**config.mk**
```make
export PLATFORM = sky130hd
export DESIGN_NAME = irq_group_bank
export DESIGN_NICKNAME = d
export VERILOG_FILES = /design/src/rtl/irq_grp_pkg.sv /design/src/rtl/irq_grp_decode.sv /design/src/rtl/irq_grp_ctrl_reg.sv /design/src/rtl/irq_grp_ident.sv /design/src/rtl/irq_grp_rdmux.sv /design/src/rtl/irq_group_bank.sv
export SDC_FILE = /design/constraint.sdc
export NUM_CORES = 1
export LEC_CHECK = 0
export ABC_AREA = 1
export ABC_CLOCK_PERIOD_IN_PS = 900
export BUFFER_PORTS_ARGS = -buffer_cell sky130_fd_sc_hd__buf_2
export CAP_MARGIN = 20
export CORE_ASPECT_RATIO = 2
export CORE_MARGIN = 2
export CORE_UTILIZATION = 55
export DETAILED_ROUTE_END_ITERATION = 8
export PLACE_DENSITY = 0.79
export SLEW_MARGIN = 20
export SYNTH_ARGS = -nofsm -noshare
export SYNTH_HDL_FRONTEND = slang
export SYNTH_SLANG_ARGS = --single-unit
```
**constraint.sdc**
```tcl
create_clock -name clk -period 0.9 [get_ports clk]
set_clock_uncertainty 0.05 [all_clocks]
set_input_delay 0.27 -clock clk [delete_from_list [all_inputs] [get_ports clk]]
set_output_delay 0.27 -clock clk [all_outputs]
set_load 0.005 [all_outputs]
```
**src/rtl/irq_grp_pkg.sv**
```systemverilog
package irq_grp_pkg;

  localparam int unsigned OFS_STATUS = 'h0;
  localparam int unsigned OFS_MASK   = 'h4;
  localparam int unsigned OFS_IDENT  = 'h8;
  localparam int unsigned OFS_ENABLE = 'hC;

  typedef enum logic [2:0] {
    SEL_NONE   = 3'd0,
    SEL_STATUS = 3'd1,
    SEL_MASK   = 3'd2,
    SEL_IDENT  = 3'd3,
    SEL_ENABLE = 3'd4
  } reg_sel_e;

  // Capture vector: events that pass the current mask.
  function automatic logic [31:0] f_capture(input logic [31:0] evt,
                                            input logic [31:0] msk);
    return evt & ~msk;
  endfunction

  // Next identity value: write-one clear first, then fresh captures win.
  function automatic logic [31:0] f_ident_next(input logic [31:0] cur,
                                               input logic [31:0] clr,
                                               input logic [31:0] cap);
    return (cur & ~clr) | cap;
  endfunction

  // Forwarded pending level.
  function automatic logic [31:0] f_pending(input logic [31:0] idn,
                                            input logic [31:0] en);
    return idn & en;
  endfunction

endpackage

```
**src/rtl/irq_grp_decode.sv**
```systemverilog
module irq_grp_decode
  import irq_grp_pkg::*;
#(
  parameter int unsigned ADDR_W = 6
) (
  input  logic              clk,
  input  logic              rst_n,
  input  logic [ADDR_W-1:0] addr,
  input  logic              we,
  output reg_sel_e          sel,
  output logic              wr_mask,
  output logic              wr_ident,
  output logic              wr_enable
);

  always_comb begin
    if (addr == ADDR_W'(OFS_STATUS))      sel = SEL_STATUS;
    else if (addr == ADDR_W'(OFS_MASK))   sel = SEL_MASK;
    else if (addr == ADDR_W'(OFS_IDENT))  sel = SEL_IDENT;
    else if (addr == ADDR_W'(OFS_ENABLE)) sel = SEL_ENABLE;
    else                                  sel = SEL_NONE;
  end

  // Status has no write strobe: writes there are dropped.
  assign wr_mask   = we && (sel == SEL_MASK);
  assign wr_ident  = we && (sel == SEL_IDENT);
  assign wr_enable = we && (sel == SEL_ENABLE);

  AST_ONE_WRITE_TARGET: assert property (@(posedge clk) disable iff (!rst_n)
    $onehot0({wr_mask, wr_ident, wr_enable}));

  AST_NO_WRITE_WITHOUT_STROBE: assert property (@(posedge clk) disable iff (!rst_n)
    !we |-> !(wr_mask || wr_ident || wr_enable));

endmodule

```
**src/rtl/irq_grp_ctrl_reg.sv**
```systemverilog
module irq_grp_ctrl_reg #(
  parameter int unsigned WIDTH     = 32,
  parameter logic [WIDTH-1:0] RESET_VAL = '0
) (
  input  logic             clk,
  input  logic             rst_n,
  input  logic             wr,
  input  logic [WIDTH-1:0] wdata,
  output logic [WIDTH-1:0] q
);

  always_ff @(posedge clk or negedge rst_n) begin
    if (!rst_n)  q <= RESET_VAL;
    else if (wr) q <= wdata;
  end

  AST_CTRL_REPLACE: assert property (@(posedge clk) disable iff (!rst_n)
    wr |=> (q == $past(wdata)));

  AST_CTRL_HOLD: assert property (@(posedge clk) disable iff (!rst_n)
    !wr |=> $stable(q));

endmodule

```
**src/rtl/irq_grp_ident.sv**
```systemverilog
module irq_grp_ident
  import irq_grp_pkg::*;
#(
  parameter int unsigned WIDTH = 32
) (
  input  logic             clk,
  input  logic             rst_n,
  input  logic [WIDTH-1:0] evt,
  input  logic [WIDTH-1:0] mask,
  input  logic             clr_en,
  input  logic [WIDTH-1:0] clr_data,
  output logic [WIDTH-1:0] ident,
  output logic [WIDTH-1:0] cap_vec,
  output logic [WIDTH-1:0] clr_vec
);

  localparam int unsigned PADW = 32 - WIDTH;

  logic [31:0] nxt32;

  assign cap_vec = WIDTH'(f_capture({{PADW{1'b0}}, evt}, {{PADW{1'b0}}, mask}));
  assign clr_vec = clr_en ? clr_data : '0;
  assign nxt32   = f_ident_next({{PADW{1'b0}}, ident},
                                {{PADW{1'b0}}, clr_vec},
                                {{PADW{1'b0}}, cap_vec});

  always_ff @(posedge clk or negedge rst_n) begin
    if (!rst_n) ident <= '0;
    else        ident <= nxt32[WIDTH-1:0];
  end

  AST_MASKED_NO_SET: assert property (@(posedge clk) disable iff (!rst_n)
    1'b1 |=> ((ident & ~$past(ident) & $past(mask)) == '0));

  AST_CAPTURE_SETS: assert property (@(posedge clk) disable iff (!rst_n)
    1'b1 |=> ((ident & $past(cap_vec)) == $past(cap_vec)));

  AST_W1C_CLEARS: assert property (@(posedge clk) disable iff (!rst_n)
    clr_en |=> ((ident & $past(clr_vec & ~cap_vec)) == '0));

  AST_STICKY: assert property (@(posedge clk) disable iff (!rst_n)
    !clr_en |=> ((ident & $past(ident)) == $past(ident)));

endmodule

```
**src/rtl/irq_grp_rdmux.sv**
```systemverilog
module irq_grp_rdmux
  import irq_grp_pkg::*;
#(
  parameter int unsigned WIDTH = 32
) (
  input  logic             clk,
  input  logic             rst_n,
  input  reg_sel_e         sel,
  input  logic [WIDTH-1:0] status,
  input  logic [WIDTH-1:0] mask,
  input  logic [WIDTH-1:0] ident,
  input  logic [WIDTH-1:0] enable,
  output logic [WIDTH-1:0] rdata
);

  logic [WIDTH-1:0] mux;

  always_comb begin
    unique case (sel)
      SEL_STATUS: mux = status;
      SEL_MASK:   mux = mask;
      SEL_IDENT:  mux = ident;
      SEL_ENABLE: mux = enable;
      default:    mux = '0;
    endcase
  end

  always_ff @(posedge clk or negedge rst_n) begin
    if (!rst_n) rdata <= '0;
    else        rdata <= mux;
  end

  AST_UNUSED_READS_ZERO: assert property (@(posedge clk) disable iff (!rst_n)
    (sel == SEL_NONE) |=> (rdata == '0));

  AST_STATUS_ONE_CYCLE: assert property (@(posedge clk) disable iff (!rst_n)
    (sel == SEL_STATUS) |=> (rdata == $past(status)));

endmodule

```
**src/rtl/irq_group_bank.sv**
```systemverilog
module irq_group_bank
  import irq_grp_pkg::*;
#(
  parameter int unsigned WIDTH  = 32,
  parameter int unsigned ADDR_W = 6
) (
  input  logic              clk,
  input  logic              rst_n,
  input  logic [WIDTH-1:0]  evt_i,
  input  logic [ADDR_W-1:0] bus_addr,
  input  logic [WIDTH-1:0]  bus_wdata,
  input  logic              bus_we,
  output logic [WIDTH-1:0]  bus_rdata,
  output logic [WIDTH-1:0]  pending
);

  localparam int unsigned PADW = 32 - WIDTH;
  localparam logic [WIDTH-1:0] MASK_RST = '1;
  localparam logic [WIDTH-1:0] EN_RST   = '0;

  reg_sel_e         sel;
  logic             wr_mask, wr_ident, wr_enable;
  logic [WIDTH-1:0] mask_q, enable_q, ident_q;
  logic [WIDTH-1:0] cap_vec, clr_vec;
  logic [31:0]      pend32;

  irq_grp_decode #(.ADDR_W(ADDR_W)) u_decode (
    .clk(clk), .rst_n(rst_n), .addr(bus_addr), .we(bus_we),
    .sel(sel), .wr_mask(wr_mask), .wr_ident(wr_ident), .wr_enable(wr_enable)
  );

  irq_grp_ctrl_reg #(.WIDTH(WIDTH), .RESET_VAL(MASK_RST)) u_mask (
    .clk(clk), .rst_n(rst_n), .wr(wr_mask), .wdata(bus_wdata), .q(mask_q)
  );

  irq_grp_ctrl_reg #(.WIDTH(WIDTH), .RESET_VAL(EN_RST)) u_enable (
    .clk(clk), .rst_n(rst_n), .wr(wr_enable), .wdata(bus_wdata), .q(enable_q)
  );

  irq_grp_ident #(.WIDTH(WIDTH)) u_ident (
    .clk(clk), .rst_n(rst_n), .evt(evt_i), .mask(mask_q),
    .clr_en(wr_ident), .clr_data(bus_wdata),
    .ident(ident_q), .cap_vec(cap_vec), .clr_vec(clr_vec)
  );

  irq_grp_rdmux #(.WIDTH(WIDTH)) u_rdmux (
    .clk(clk), .rst_n(rst_n), .sel(sel),
    .status(evt_i), .mask(mask_q), .ident(ident_q), .enable(enable_q),
    .rdata(bus_rdata)
  );

  assign pend32  = f_pending({{PADW{1'b0}}, ident_q}, {{PADW{1'b0}}, enable_q});
  assign pending = pend32[WIDTH-1:0];

  AST_PENDING_GATED: assert property (@(posedge clk) disable iff (!rst_n)
    ((pending & ~enable_q) == '0) && ((pending & ~ident_q) == '0));

  AST_PENDING_FOLLOWS_EN: assert property (@(posedge clk) disable iff (!rst_n)
    (wr_enable && !wr_ident && (cap_vec == '0)) |=>
      (pending == ($past(ident_q) & $past(bus_wdata))));

  AST_MASK_WRITE_KEEPS_IDENT: assert property (@(posedge clk) disable iff (!rst_n)
    (wr_mask && (cap_vec == '0)) |=> $stable(ident_q));

  AST_CLEAR_ONLY_WRITTEN: assert property (@(posedge clk) disable iff (!rst_n)
    wr_ident |=> ((ident_q & $past(ident_q & ~clr_vec)) == $past(ident_q & ~clr_vec)));

endmodule

```
==> results of run 1 <==
[state kept, by name, summed over array words and instances, names as in the netlist]
| signal | cells |
|---|---|
| u_rdmux.rdata | 32 |
| u_mask.q | 32 |
| u_enable.q | 32 |
| u_ident.ident | 32 |
[cell type report]
class                      instances  area (um2)
antenna                            1        2.50
sequential                       128        3240
tap                              142         178
inverter                         196         738
timing repair buffer             266        2330
multi-input combinational        527        3380
fill                             321         681
clock inverter                    13         209
clock buffer                      19         453
[worst paths after layout]
kind | from | to | slack (ps)
max | u_ident.ident[28] | pending[28] | -640
min | evt_i[29] | u_ident.ident[29] | 20
max in group asynchronous | rst_n | u_mask.q[10] | 80
max reg2reg | u_ident.ident[10] | u_rdmux.rdata[10] | -340
min reg2reg | u_mask.q[13] | u_mask.q[13] | 440
min in group asynchronous | rst_n | u_ident.ident[25] | 190
[worst register-to-register path, delay by kind of cell (launching register included)]
kind	cells	cell delay (ps)
buffers and inverters	3	290
AND/OR/NAND/NOR	3	340
flip-flops	1	430
[layer usage]
metal,routed length (um),share of wire [%],vias to the layer above
li1,-,-,3078
met1,9880,29,3707
met2,15600,45,944
met3,4470,13,417
met4,4490,13,0
met5,0,0,-
[timing repair]
| action | in CTS | in global routing |
|---|---|---|
| pin swaps | 55 | 86 |
| resized for setup | 221 | 233 |
| endpoints found under the setup margin | 177 | 193 |
| hold buffers | 1 | 0 |
| gates cloned | 19 | 1 |
| hold endpoints to repair | 99 | 0 |
| buffers inserted | 56 | 41 |
[layout by cell type (no fill, tap or decap), drive strengths merged, types with 4 or more instances in the layout]
| cell | n |
|---|---|
| buf | 264 |
| bufinv | 5 |
| clkbuf | 20 |
| clkinv | 4 |
| dfrtp | 96 |
| dfstp | 32 |
| inv | 197 |
| nand2 | 227 |
| nand3 | 36 |
| nor2 | 199 |
| o21ai | 64 |
[power by group through the flow]
stage                     Combinational [uW]  Sequential (uW)  Clock, uW
after floorplan                         1040             6700          0
after global placement                  1940             6730          0
after detailed placement                1990             6760          0
after CTS                               2530             6710       7720
after global routing                    3810             6900       8130
final                                   3640             6890       7970
[metrics by stage]
step / setup TNS (ps) / util (%) / worst slack, ps / power [uW] / cells
6_report: -63240 / 93.9 / -639 / 18500 / 1292
5_1_grt: -66250 / 93.9 / -628 / 18900 / 1292
4_1_cts: -41640 / 86.1 / -479 / 17000 / 1272
3_5_place_dp: -58630 / 66.1 / -537 / 8750 / 1167
3_3_place_gp: -55570 / 66.1 / -464 / 8680 / 1167
2_1_floorplan: -28580 / - / -267 / 7740 / 882
[cell families after synthesis]
group,count (synthesis),synth area share (%)
AO/OA/AOI/OAI,64,5.12
buffers and inverters,227,14.0
AND/OR/NAND/NOR,463,29.1
flip-flops,128,51.8
==> flow_results.xml, run 1 <==
<?xml version="1.0" encoding="UTF-8"?>
<metrics>
  <group name="drt">
    <metric name="drt-pass1-iter-count" unit="">6</metric>
    <metric name="drt_wl_total" unit="um">34500</metric>
    <metric name="detail_route.wl_per_cell" unit="um">26.7</metric>
    <metric name="avgViaCountPerCell" unit="">6.30</metric>
    <metric name="detail-route-antenna-nets" unit="">0</metric>
    <metric name="detail_route.iter0.violations" unit="">1202</metric>
    <metric name="residual_drc_count" unit="">0</metric>
    <metric name="dr_total_vias" unit="">8146</metric>
  </group>
  <group name="grt">
    <metric name="initial_antenna_violation_count" unit="">1</metric>
    <metric name="met1_routing_resource_usage_after_global_routing" unit="%">44.6</metric>
    <metric name="use_met2" unit="%">71.8</metric>
    <metric name="residual_overflow_from_global_routing" unit="">0</metric>
    <metric name="grt.met3_usage" unit="%">10.4</metric>
    <metric name="grtUsageTotal" unit="%">43.3</metric>
    <metric name="grt_max_degree" unit="">39</metric>
    <metric name="first_pass_grt_wire_length" unit="um">39600</metric>
    <metric name="global_route.peak_usage_layer" unit="">met2</metric>
    <metric name="via_count_of_the_first_global_routing_pass" unit="">7680</metric>
  </group>
  <group name="cts">
    <metric name="htreeDepth" unit="">4</metric>
    <metric name="tritoncts" unit="">done</metric>
    <metric name="clock_tree.buffer_depth" unit="">2</metric>
    <metric name="cts_num_sinks" unit="">128</metric>
    <metric name="root_buffer_selected_by_cts" unit="">sky130_fd_sc_hd__clkbuf_16</metric>
    <metric name="latest_clock_arrival_within_the_worst_skew_pair" unit="ps">430</metric>
    <metric name="cts_inserted_buffers" unit="">17</metric>
    <metric name="cts.clk_slew.worst_paths" unit="ps">60</metric>
  </group>
  <group name="final_layout">
    <metric name="drive_above_1_share" unit="%">50.7</metric>
    <metric name="area_growth_syn_to_layout" unit="%">68.3</metric>
    <metric name="finish.net_count" unit="">1209</metric>
    <metric name="final_area" unit="mm2">0.0105</metric>
  </group>
  <group name="synth">
    <metric name="synthesis.nets" unit="">955</metric>
    <metric name="synth_edf_count" unit="">0</metric>
    <metric name="synth_cells" unit="">882</metric>
    <metric name="yosys-top-cells-count" unit="">sky130_fd_sc_hd__nand2_1, sky130_fd_sc_hd__inv_1, sky130_fd_sc_hd__nor2_1</metric>
    <metric name="synth.ff_latch_count" unit="">128</metric>
    <metric name="synthesis.yosys.warnings" unit="">0</metric>
    <metric name="synth.area.top_cells" unit="">sky130_fd_sc_hd__dfrtp_1, sky130_fd_sc_hd__nand2_1, sky130_fd_sc_hd__dfstp_2</metric>
    <metric name="synth.top_cell.area_share" unit="%">38.4</metric>
    <metric name="async_flop_share" unit="%">100</metric>
    <metric name="synth_most_common_cell" unit="">sky130_fd_sc_hd__nand2_1</metric>
    <metric name="synth_flop_cell" unit="">sky130_fd_sc_hd__dfrtp_1</metric>
    <metric name="synth_cell_type_count" unit="">17</metric>
    <metric name="synth_area_per_cell" unit="um2">7.10</metric>
    <metric name="mappedNetlistArea" unit="mm2">0.00626</metric>
    <metric name="synthDominantAreaCellType" unit="">sky130_fd_sc_hd__dfrtp_1</metric>
    <metric name="fraction_of_the_yosys_area_taken_by_sequential_cells" unit="%">51.8</metric>
  </group>
  <group name="sta">
    <metric name="maxSlewViolCount" unit="">0</metric>
    <metric name="finalSetupViolCount" unit="">192</metric>
    <metric name="number_of_hold_violations_in_the_final_report" unit="">0</metric>
    <metric name="max-slew-margin-rel" unit="%">73.1</metric>
    <metric name="hold_slack" unit="ps">20.6</metric>
    <metric name="finalWorstSetupSlack" unit="ps">-639</metric>
    <metric name="worst_pin_slew" unit="ps">403</metric>
    <metric name="grt_setup_unrepaired" unit="">yes</metric>
    <metric name="final_period_minus_worst_setup_slack" unit="ps">1540</metric>
    <metric name="timing.fmax" unit="MHz">650</metric>
    <metric name="finalCritPeriodShare" unit="%">171</metric>
  </group>
  <group name="floorplanning">
    <metric name="placement_rows" unit="">55</metric>
    <metric name="ios" unit="">137</metric>
    <metric name="initial_core_utilization" unit="%">55.8</metric>
    <metric name="die_height" unit="um">155</metric>
    <metric name="die_w" unit="um">79.4</metric>
    <metric name="core_area" unit="mm2">0.0112</metric>
    <metric name="dieArea" unit="mm2">0.0123</metric>
  </group>
  <group name="critical_path">
    <metric name="startpoint_type" unit="">register</metric>
    <metric name="crit_family" unit="">flip-flops</metric>
    <metric name="timing.critical_path.buf_inv" unit="">2</metric>
    <metric name="cp_cell_sequence" unit="">nand2_1 &gt; inv_1 &gt; buf_2</metric>
    <metric name="worst-r2r-cell-count" unit="">6</metric>
    <metric name="cpMaxStageDelayCell" unit="">sky130_fd_sc_hd__dfrtp_1</metric>
    <metric name="timing.critical_path.required" unit="ps">580</metric>
    <metric name="cp_slowest_stage_delay" unit="ps">420</metric>
    <metric name="critical_path.max_fanout" unit="">2</metric>
    <metric name="endpoint_kind" unit="">primary output</metric>
    <metric name="path_depth" unit="">3</metric>
    <metric name="worst-setup-path-type" unit="">reg -&gt; out</metric>
    <metric name="critPathArrivalTime" unit="ps">1220</metric>
  </group>
  <group name="placed_design">
    <metric name="placement.cell_area" unit="mm2">0.00742</metric>
    <metric name="gp_congestion" unit="">0.816</metric>
    <metric name="hpwl" unit="um">10900</metric>
    <metric name="port_buffers" unit="">136</metric>
  </group>
  <group name="power_and_ir_drop">
    <metric name="seq_power_share" unit="%">37.2</metric>
    <metric name="combinationalPowerShare" unit="%">19.7</metric>
    <metric name="p_int" unit="uW">12900</metric>
    <metric name="power.density_cell_area" unit="mW/mm2">1760</metric>
    <metric name="part_of_the_total_power_dissipated_in_the_clock_network" unit="%">43.1</metric>
    <metric name="net-switching-power" unit="uW">5570</metric>
    <metric name="p_sw_share" unit="%">30.1</metric>
    <metric name="power.ir.vdd_worst" unit="mV">1.92</metric>
    <metric name="cellLeakagePower" unit="uW">0.00583</metric>
  </group>
  <group name="worst_hold_path">
    <metric name="hold_path_class" unit="">in -&gt; reg</metric>
    <metric name="whs_path_depth" unit="">3</metric>
  </group>
  <group name="status">
    <metric name="violations" unit="">negative setup slack</metric>
    <metric name="run_status" unit="">finished, violations left</metric>
  </group>
  <group name="flow_run">
    <metric name="drv_cap" unit="">0</metric>
  </group>
</metrics>
No activity file was read; power rests on OpenSTA's default activity.
==> inputs of run 2 (changes only) <==
--- a/config.mk
+++ b/config.mk
@@ -13,7 +13,7 @@
 export CORE_MARGIN = 2
 export CORE_UTILIZATION = 55
 export DETAILED_ROUTE_END_ITERATION = 8
-export PLACE_DENSITY = 0.79
+export PLACE_DENSITY = 0.89
 export SLEW_MARGIN = 20
 export SYNTH_ARGS = -nofsm -noshare
 export SYNTH_HDL_FRONTEND = slang
==> flow_results.xml, run 2 <==
<?xml version="1.0" encoding="UTF-8"?>
<metrics>
  <group name="status">
    <metric name="run_status" unit="">stopped before the end</metric>
    <metric name="haltStage" unit="">global routing (5_1_grt)</metric>
    <metric name="error_message" unit="">[ERROR DPL-0038] Utilization greater than 100%, impossible to legalize</metric>
  </group>
  <group name="cts">
    <metric name="htreeDepth" unit="">4</metric>
    <metric name="clock_tree.buffer_depth" unit="">2</metric>
    <metric name="cts_inserted_buffers" unit="">17</metric>
    <metric name="root_buffer_selected_by_cts" unit="">sky130_fd_sc_hd__clkbuf_16</metric>
    <metric name="cts_num_sinks" unit="">128</metric>
  </group>
  <group name="floorplanning">
    <metric name="placement_rows" unit="">55</metric>
    <metric name="ios" unit="">137</metric>
    <metric name="initial_core_utilization" unit="%">55.8</metric>
    <metric name="die_height" unit="um">155</metric>
    <metric name="die_w" unit="um">79.4</metric>
  </group>
  <group name="placed_design">
    <metric name="hpwl" unit="um">11200</metric>
    <metric name="port_buffers" unit="">136</metric>
    <metric name="gp_congestion" unit="">0.875</metric>
    <metric name="placement.cell_area" unit="mm2">0.00743</metric>
  </group>
  <group name="synth">
    <metric name="yosys-top-cells-count" unit="">sky130_fd_sc_hd__nand2_1, sky130_fd_sc_hd__inv_1, sky130_fd_sc_hd__nor2_1</metric>
    <metric name="fraction_of_the_yosys_area_taken_by_sequential_cells" unit="%">51.8</metric>
    <metric name="synth_most_common_cell" unit="">sky130_fd_sc_hd__nand2_1</metric>
    <metric name="synth_edf_count" unit="">0</metric>
    <metric name="synthesis.nets" unit="">955</metric>
    <metric name="async_flop_share" unit="%">100</metric>
    <metric name="synth_cells" unit="">882</metric>
    <metric name="mappedNetlistArea" unit="mm2">0.00626</metric>
    <metric name="synth_cell_type_count" unit="">17</metric>
    <metric name="synth_area_per_cell" unit="um2">7.10</metric>
    <metric name="synthDominantAreaCellType" unit="">sky130_fd_sc_hd__dfrtp_1</metric>
    <metric name="synth.ff_latch_count" unit="">128</metric>
    <metric name="synth.area.top_cells" unit="">sky130_fd_sc_hd__dfrtp_1, sky130_fd_sc_hd__nand2_1, sky130_fd_sc_hd__dfstp_2</metric>
    <metric name="synthesis.yosys.warnings" unit="">0</metric>
    <metric name="synth.top_cell.area_share" unit="%">38.4</metric>
    <metric name="synth_flop_cell" unit="">sky130_fd_sc_hd__dfrtp_1</metric>
  </group>
  <group name="sta">
    <metric name="worstEndpointGrtRepair" unit="">pending[21]</metric>
    <metric name="worstEndpointType" unit="">top-level output</metric>
  </group>
  <group name="grt">
    <metric name="grt_max_degree" unit="">47</metric>
  </group>
</metrics>
==> run 2: logic make-up after synthesis <==
family | count (synthesis) | synth area share (%)
AND/OR/NAND/NOR | 463 | 29.1
AO/OA/AOI/OAI | 64 | 5.12
flip-flops | 128 | 51.8
buffers and inverters | 227 | 14.0
==> run 2: repair_timing <==
item,CTS
hold endpoints to repair,96
gates resized for setup,294
pin swaps,68
gates cloned,29
setup buffers,59
hold buffers,1
setup endpoints to repair,149
==> run 2: per-stage QoR <==
stage / hold WS (ps) / setup TNS (ps) / std cells / util, % / worst slack, ps
floorplan: -75.6 / -28580 / 882 / - / -267
global placement: 268 / -52090 / 1169 / 66.3 / -451
detailed placement: 269 / -57160 / 1169 / 66.3 / -521
CTS: 3.85 / -42060 / 1286 / 90.7 / -491
==> inputs of run 3 (changes only) <==
--- a/config.mk
+++ b/config.mk
@@ -9,11 +9,10 @@
 export ABC_CLOCK_PERIOD_IN_PS = 900
 export BUFFER_PORTS_ARGS = -buffer_cell sky130_fd_sc_hd__buf_2
 export CAP_MARGIN = 20
-export CORE_ASPECT_RATIO = 2
 export CORE_MARGIN = 2
-export CORE_UTILIZATION = 55
+export CORE_UTILIZATION = 40
 export DETAILED_ROUTE_END_ITERATION = 8
-export PLACE_DENSITY = 0.89
+export PLACE_DENSITY_LB_ADDON = 0.15
 export SLEW_MARGIN = 20
 export SYNTH_ARGS = -nofsm -noshare
 export SYNTH_HDL_FRONTEND = slang
==> flow_results.xml, run 3 (synthesis results as in run 1) <==
<?xml version="1.0" encoding="UTF-8"?>
<metrics>
  <group name="final_layout">
    <metric name="multi_input_comb_area" unit="mm2">0.00344</metric>
    <metric name="insertedDiodeCount" unit="">0</metric>
    <metric name="most-common-layout-cells" unit="">sky130_fd_sc_hd__inv_1, sky130_fd_sc_hd__nand2_1, sky130_fd_sc_hd__buf_2</metric>
    <metric name="area_growth_syn_to_layout" unit="%">71.2</metric>
    <metric name="sequential_cell_area" unit="mm2">0.00324</metric>
    <metric name="layout_commonest_cell" unit="">sky130_fd_sc_hd__inv_1</metric>
    <metric name="drive_above_1_share" unit="%">50.7</metric>
    <metric name="fillerInstances" unit="">1157</metric>
    <metric name="finish.net_count" unit="">1213</metric>
  </group>
  <group name="sta">
    <metric name="worst_pin_slew" unit="ps">269</metric>
    <metric name="finalSetupViolCount" unit="">192</metric>
    <metric name="finalWorstSetupSlack" unit="ps">-508</metric>
    <metric name="max-slew-margin-rel" unit="%">82.1</metric>
    <metric name="grt_setup_unrepaired" unit="">yes</metric>
    <metric name="final_period_minus_worst_setup_slack" unit="ps">1410</metric>
    <metric name="finalCritPeriodShare" unit="%">156</metric>
    <metric name="hold_slack" unit="ps">13.4</metric>
    <metric name="number_of_hold_violations_in_the_final_report" unit="">0</metric>
    <metric name="maxSlewViolCount" unit="">0</metric>
    <metric name="timing.fmax" unit="MHz">710</metric>
  </group>
  <group name="critical_path">
    <metric name="critPathArrivalTime" unit="ps">1090</metric>
    <metric name="worst_r2r_start" unit="">u_ident.ident[1]</metric>
    <metric name="startpoint_type" unit="">register</metric>
    <metric name="critical_path.max_fanout" unit="">2</metric>
    <metric name="worst-setup-path-type" unit="">reg -&gt; out</metric>
    <metric name="endpoint_kind" unit="">primary output</metric>
    <metric name="timing.critical_path.required" unit="ps">580</metric>
    <metric name="critical_path.startpoint" unit="">u_enable.q[1]</metric>
  </group>
  <group name="floorplanning">
    <metric name="initial_core_utilization" unit="%">41.0</metric>
    <metric name="dieArea" unit="mm2">0.0167</metric>
    <metric name="die_w" unit="um">129</metric>
    <metric name="die_height" unit="um">129</metric>
    <metric name="placement_rows" unit="">45</metric>
    <metric name="ios" unit="">137</metric>
    <metric name="core_area" unit="mm2">0.0153</metric>
  </group>
  <group name="cts">
    <metric name="cts_num_sinks" unit="">128</metric>
    <metric name="root_buffer_selected_by_cts" unit="">sky130_fd_sc_hd__clkbuf_16</metric>
    <metric name="tritoncts" unit="">done</metric>
    <metric name="cts_inserted_buffers" unit="">17</metric>
    <metric name="clock_tree.buffer_depth" unit="">2</metric>
    <metric name="cts.clk_slew.worst_paths" unit="ps">60</metric>
    <metric name="latest_clock_arrival_within_the_worst_skew_pair" unit="ps">420</metric>
    <metric name="htreeDepth" unit="">4</metric>
  </group>
  <group name="power_and_ir_drop">
    <metric name="cellLeakagePower" unit="uW">0.00582</metric>
    <metric name="power.ir.vdd_worst" unit="mV">1.22</metric>
    <metric name="power.density_cell_area" unit="mW/mm2">1590</metric>
  </group>
  <group name="grt">
    <metric name="residual_overflow_from_global_routing" unit="">0</metric>
    <metric name="grtUsageTotal" unit="%">28.6</metric>
    <metric name="grt_max_degree" unit="">33</metric>
    <metric name="via_count_of_the_first_global_routing_pass" unit="">6747</metric>
    <metric name="initial_antenna_violation_count" unit="">0</metric>
    <metric name="first_pass_grt_wire_length" unit="um">35500</metric>
  </group>
  <group name="placed_design">
    <metric name="gp_congestion" unit="">0.761</metric>
    <metric name="port_buffers" unit="">136</metric>
    <metric name="hpwl" unit="um">10800</metric>
    <metric name="placement.setup.worst_slack" unit="ps">-547</metric>
  </group>
  <group name="drt">
    <metric name="avgViaCountPerCell" unit="">4.86</metric>
    <metric name="detail_route.iter0.violations" unit="">430</metric>
    <metric name="residual_drc_count" unit="">0</metric>
    <metric name="detail-route-antenna-nets" unit="">0</metric>
    <metric name="drt-pass1-iter-count" unit="">4</metric>
    <metric name="drt_wl_total" unit="um">23700</metric>
    <metric name="dr_total_vias" unit="">6629</metric>
    <metric name="detail_route.wl_per_cell" unit="um">17.4</metric>
  </group>
  <group name="worst_hold_path">
    <metric name="hold_path_class" unit="">in -&gt; reg</metric>
    <metric name="worst_hold_startpoint" unit="">evt_i[23]</metric>
  </group>
  <group name="status">
    <metric name="run_status" unit="">finished, violations left</metric>
    <metric name="violations" unit="">negative setup slack</metric>
  </group>
  <group name="flow_run">
    <metric name="drv_cap" unit="">0</metric>
  </group>
</metrics>
-- run 3: what timing repair did --
item | in CTS | in global routing
hold buffers | 1 | 0
cloned | 23 | 1
setup endpoints to repair | 179 | 192
resized for setup | 276 | 154
endpoints found under the hold margin | 97 | 0
setup buffers | 54 | 28
pin swaps | 47 | 54
-- run 3: cell type report --
class,instances,share of cell area [%]
clock buffers,23,4.55
multi-input cells,527,32.1
inverters,196,6.86
clock inverters,9,1.21
repair buffers,270,22.6
well taps,211,2.46
flip-flops and latches,128,30.3
-- run 3: critical path: stages, from the launching register on --
cell and delay, ps:
sky130_fd_sc_hd__dfrtp_1 390, sky130_fd_sc_hd__nand2_1 90, sky130_fd_sc_hd__inv_1 60, sky130_fd_sc_hd__buf_2 120
-- run 3: path summary, 6_finish.rpt --
check,to,slack (ps),cells after the start
hold / removal,u_ident.ident[23],10,3
setup / recovery,pending[1],-510,3
min in group asynchronous,u_ident.ident[22],180,2
setup reg to reg,u_rdmux.rdata[1],-230,6
max in group asynchronous,u_mask.q[6],140,3
hold reg to reg,u_mask.q[10],420,2
-- run 3: layer usage --
| metal | part of all wire, % | routed length (um) | global-route usage (%) | vias up |
|---|---|---|---|---|
| met5 | 0 | 0 | 0 | - |
| met1 | 40 | 9450 | 35.8 | 3219 |
| met2 | 50 | 11900 | 47.2 | 262 |
| li1 | - | - | - | 3084 |
| met3 | 6.6 | 1570 | 6.69 | 64 |
| met4 | 3.1 | 745 | 12.8 | 0 |
-- run 3: per-stage QoR --
stage	setup TNS (ps)	cell area (um2)	utilization [%]	std cells	total power, uW
after floorplan	-28580	6320	-	882	7740
after global placement	-61960	7580	49.7	1241	8770
after detailed placement	-62110	7580	49.7	1241	8790
after CTS	-43220	10200	66.7	1351	16600
after global routing	-54410	10700	70.2	1364	17800
final	-48430	10700	70.2	1364	17100
-- run 3: power breakdown --
part / switching [uW] / internal [uW] / leakage [uW] / total (uW)
Sequential: 353 / 6420 / 0.00139 / 6770
Clock: 2600 / 4650 / 0.000303 / 7250
Combinational: 1720 / 1340 / 0.00412 / 3050
==> inputs of run 4 (changes only) <==
--- a/config.mk
+++ b/config.mk
@@ -12,6 +12,7 @@
 export CORE_MARGIN = 2
 export CORE_UTILIZATION = 40
 export DETAILED_ROUTE_END_ITERATION = 8
+export GPL_TIMING_DRIVEN = 0
 export PLACE_DENSITY_LB_ADDON = 0.15
 export SLEW_MARGIN = 20
 export SYNTH_ARGS = -nofsm -noshare
==> flow_results.xml, run 4 (synthesis results as in run 1) <==
<?xml version="1.0" encoding="UTF-8"?>
<metrics>
  <group name="status">
    <metric name="run_status" unit="">finished, violations left</metric>
    <metric name="violations" unit="">negative hold slack, negative setup slack</metric>
  </group>
  <group name="cts">
    <metric name="root_buffer_selected_by_cts" unit="">sky130_fd_sc_hd__clkbuf_16</metric>
    <metric name="clock_tree.buffer_depth" unit="">2</metric>
    <metric name="tritoncts" unit="">done</metric>
    <metric name="cts_num_sinks" unit="">128</metric>
    <metric name="latest_clock_arrival_within_the_worst_skew_pair" unit="ps">430</metric>
    <metric name="cts_inserted_buffers" unit="">17</metric>
    <metric name="htreeDepth" unit="">4</metric>
    <metric name="cts.clk_slew.worst_paths" unit="ps">60</metric>
  </group>
  <group name="final_layout">
    <metric name="fillerInstances" unit="">1190</metric>
    <metric name="drive_above_1_share" unit="%">50.4</metric>
    <metric name="final_area" unit="mm2">0.0106</metric>
    <metric name="most-common-layout-cells" unit="">sky130_fd_sc_hd__inv_1, sky130_fd_sc_hd__nand2_1, sky130_fd_sc_hd__buf_2</metric>
    <metric name="area_growth_syn_to_layout" unit="%">69.2</metric>
    <metric name="multi_input_comb_area" unit="mm2">0.00328</metric>
    <metric name="sequential_cell_area" unit="mm2">0.00324</metric>
    <metric name="finish.net_count" unit="">1227</metric>
    <metric name="insertedDiodeCount" unit="">0</metric>
  </group>
  <group name="critical_path">
    <metric name="cp_cell_sequence" unit="">nand2_1 &gt; inv_1 &gt; buf_2</metric>
    <metric name="worst-setup-path-type" unit="">reg -&gt; out</metric>
    <metric name="timing.critical_path.required" unit="ps">580</metric>
    <metric name="endpoint_kind" unit="">primary output</metric>
    <metric name="worst_r2r_start" unit="">u_ident.ident[0]</metric>
    <metric name="timing.reg2reg.setup_slack" unit="ps">-240</metric>
    <metric name="timing.rr.end" unit="">u_rdmux.rdata[0]</metric>
    <metric name="critical_path.max_fanout" unit="">2</metric>
    <metric name="critPathArrivalTime" unit="ps">1090</metric>
    <metric name="cp_slowest_stage_delay" unit="ps">400</metric>
    <metric name="worst-r2r-cell-count" unit="">6</metric>
    <metric name="startpoint_type" unit="">register</metric>
    <metric name="cpMaxStageDelayCell" unit="">sky130_fd_sc_hd__dfrtp_1</metric>
  </group>
  <group name="sta">
    <metric name="number_of_hold_violations_in_the_final_report" unit="">40</metric>
    <metric name="finalCritPeriodShare" unit="%">157</metric>
    <metric name="hold_slack" unit="ps">-301</metric>
    <metric name="final.setup.tns" unit="ps">-53210</metric>
    <metric name="timing.fmax" unit="MHz">708</metric>
    <metric name="worst_pin_slew" unit="ps">439</metric>
    <metric name="maxSlewViolCount" unit="">0</metric>
    <metric name="finalWorstSetupSlack" unit="ps">-513</metric>
    <metric name="final_period_minus_worst_setup_slack" unit="ps">1410</metric>
    <metric name="grt_setup_unrepaired" unit="">yes</metric>
    <metric name="max-slew-margin-rel" unit="%">70.7</metric>
    <metric name="finalSetupViolCount" unit="">192</metric>
  </group>
  <group name="placed_design">
    <metric name="hpwl" unit="um">11500</metric>
    <metric name="placement.cell_area" unit="mm2">0.00730</metric>
    <metric name="gp_congestion" unit="">0.796</metric>
    <metric name="placement.setup.worst_slack" unit="ps">-757</metric>
    <metric name="port_buffers" unit="">135</metric>
  </group>
  <group name="grt">
    <metric name="grt_max_degree" unit="">76</metric>
    <metric name="grtUsageTotal" unit="%">28.1</metric>
    <metric name="first_pass_grt_wire_length" unit="um">34600</metric>
    <metric name="initial_antenna_violation_count" unit="">0</metric>
    <metric name="residual_overflow_from_global_routing" unit="">0</metric>
    <metric name="via_count_of_the_first_global_routing_pass" unit="">6579</metric>
  </group>
  <group name="drt">
    <metric name="detail_route.wl_per_cell" unit="um">17.2</metric>
    <metric name="avgViaCountPerCell" unit="">4.75</metric>
    <metric name="drt-pass1-iter-count" unit="">5</metric>
    <metric name="detail_route.iter0.violations" unit="">315</metric>
    <metric name="dr_total_vias" unit="">6544</metric>
    <metric name="residual_drc_count" unit="">0</metric>
    <metric name="drt_wl_total" unit="um">23700</metric>
    <metric name="detail-route-antenna-nets" unit="">0</metric>
  </group>
  <group name="power_and_ir_drop">
    <metric name="power.ir.vdd_worst" unit="mV">1.27</metric>
    <metric name="power.density_cell_area" unit="mW/mm2">1560</metric>
    <metric name="cellLeakagePower" unit="uW">0.00576</metric>
  </group>
  <group name="floorplanning">
    <metric name="initial_core_utilization" unit="%">41.0</metric>
    <metric name="dieArea" unit="mm2">0.0167</metric>
    <metric name="ios" unit="">137</metric>
    <metric name="die_height" unit="um">129</metric>
    <metric name="core_area" unit="mm2">0.0153</metric>
    <metric name="placement_rows" unit="">45</metric>
    <metric name="die_w" unit="um">129</metric>
  </group>
  <group name="flow_run">
    <metric name="drv_cap" unit="">0</metric>
  </group>
  <group name="worst_hold_path">
    <metric name="hold_path_class" unit="">in -&gt; async</metric>
  </group>
</metrics>
## run 4: cell types whose count changed in the layout (fill, tap and decap cells not counted), sizes merged
cell | before | now
buf | 268 | 270
nand4 | 1 | 3
clkinvlp | 1 | 0
clkinv | 5 | 4
nor2 | 199 | 200
dlygate4sd3 | 1 | 0
bufinv | 3 | 2
clkbuf | 24 | 37
## run 4: stage by stage
step / power, uW / cells / util (%)
2_1_floorplan: 7740 / 882 / -
6_report: 16500 / 1378 / 69.4
3_3_place_gp: 8640 / 1228 / 47.6
3_5_place_dp: 8680 / 1229 / 47.8
5_1_grt: 17200 / 1378 / 69.4
4_1_cts: 16100 / 1364 / 65.8
## run 4: worst max-delay path, delay by kind of cell (launching register included)
kind | cells | cell delay (ps)
DFF | 1 | 400
and+or+nand+nor | 1 | 90
buffers and inverters | 2 | 180
## run 4: layout make-up
cell class                 count  area share [%]
buffer                        26            3.80
sequential                   128            30.6
timing repair buffer         255            19.8
clock buffer                  26            4.62
multi-input combinational    530            30.9
inverter                     196            6.97
tap                          211            2.49
clock inverter                 6           0.756
## run 4: how the worst max path moves through the flow
stage | depth (start not counted) | slack [ps] | from | to
4_1_cts | 3 | -490 | u_enable.q[31] | pending[31]
3_5_place_dp | 8 | -760 | bus_addr[3] | u_rdmux.rdata[19]
3_3_place_gp | 1 | -2320 | rst_n | u_enable.q[9]
5_1_grt | 3 | -530 | u_ident.ident[28] | pending[28]
6_report | 3 | -510 | u_ident.ident[0] | pending[0]
2_1_floorplan | 5 | -270 | bus_addr[1] | u_enable.q[0]
## run 4: what timing repair did
action                                  CTS  global route
resized for setup                       301           200
endpoints found under the hold margin    40            40
setup buffers                            81            38
endpoints found under the setup margin  189           192
cloned                                   23             2
pin swaps                                64            84
## run 4: power breakdown
group / switching, uW / internal, uW
logic: 1650 / 1260
clock network: 2570 / 4280
registers: 317 / 6410
total: 4530 / 12000
## run 4: per-layer routing
metal	vias to the layer above	track usage, %	share of wire, %
li1	3117	-	-
met3	87	6.11	5.6
met2	237	47.1	48
met1	3103	34.6	41
met5	-	0	0
met4	0	13.2	5.5
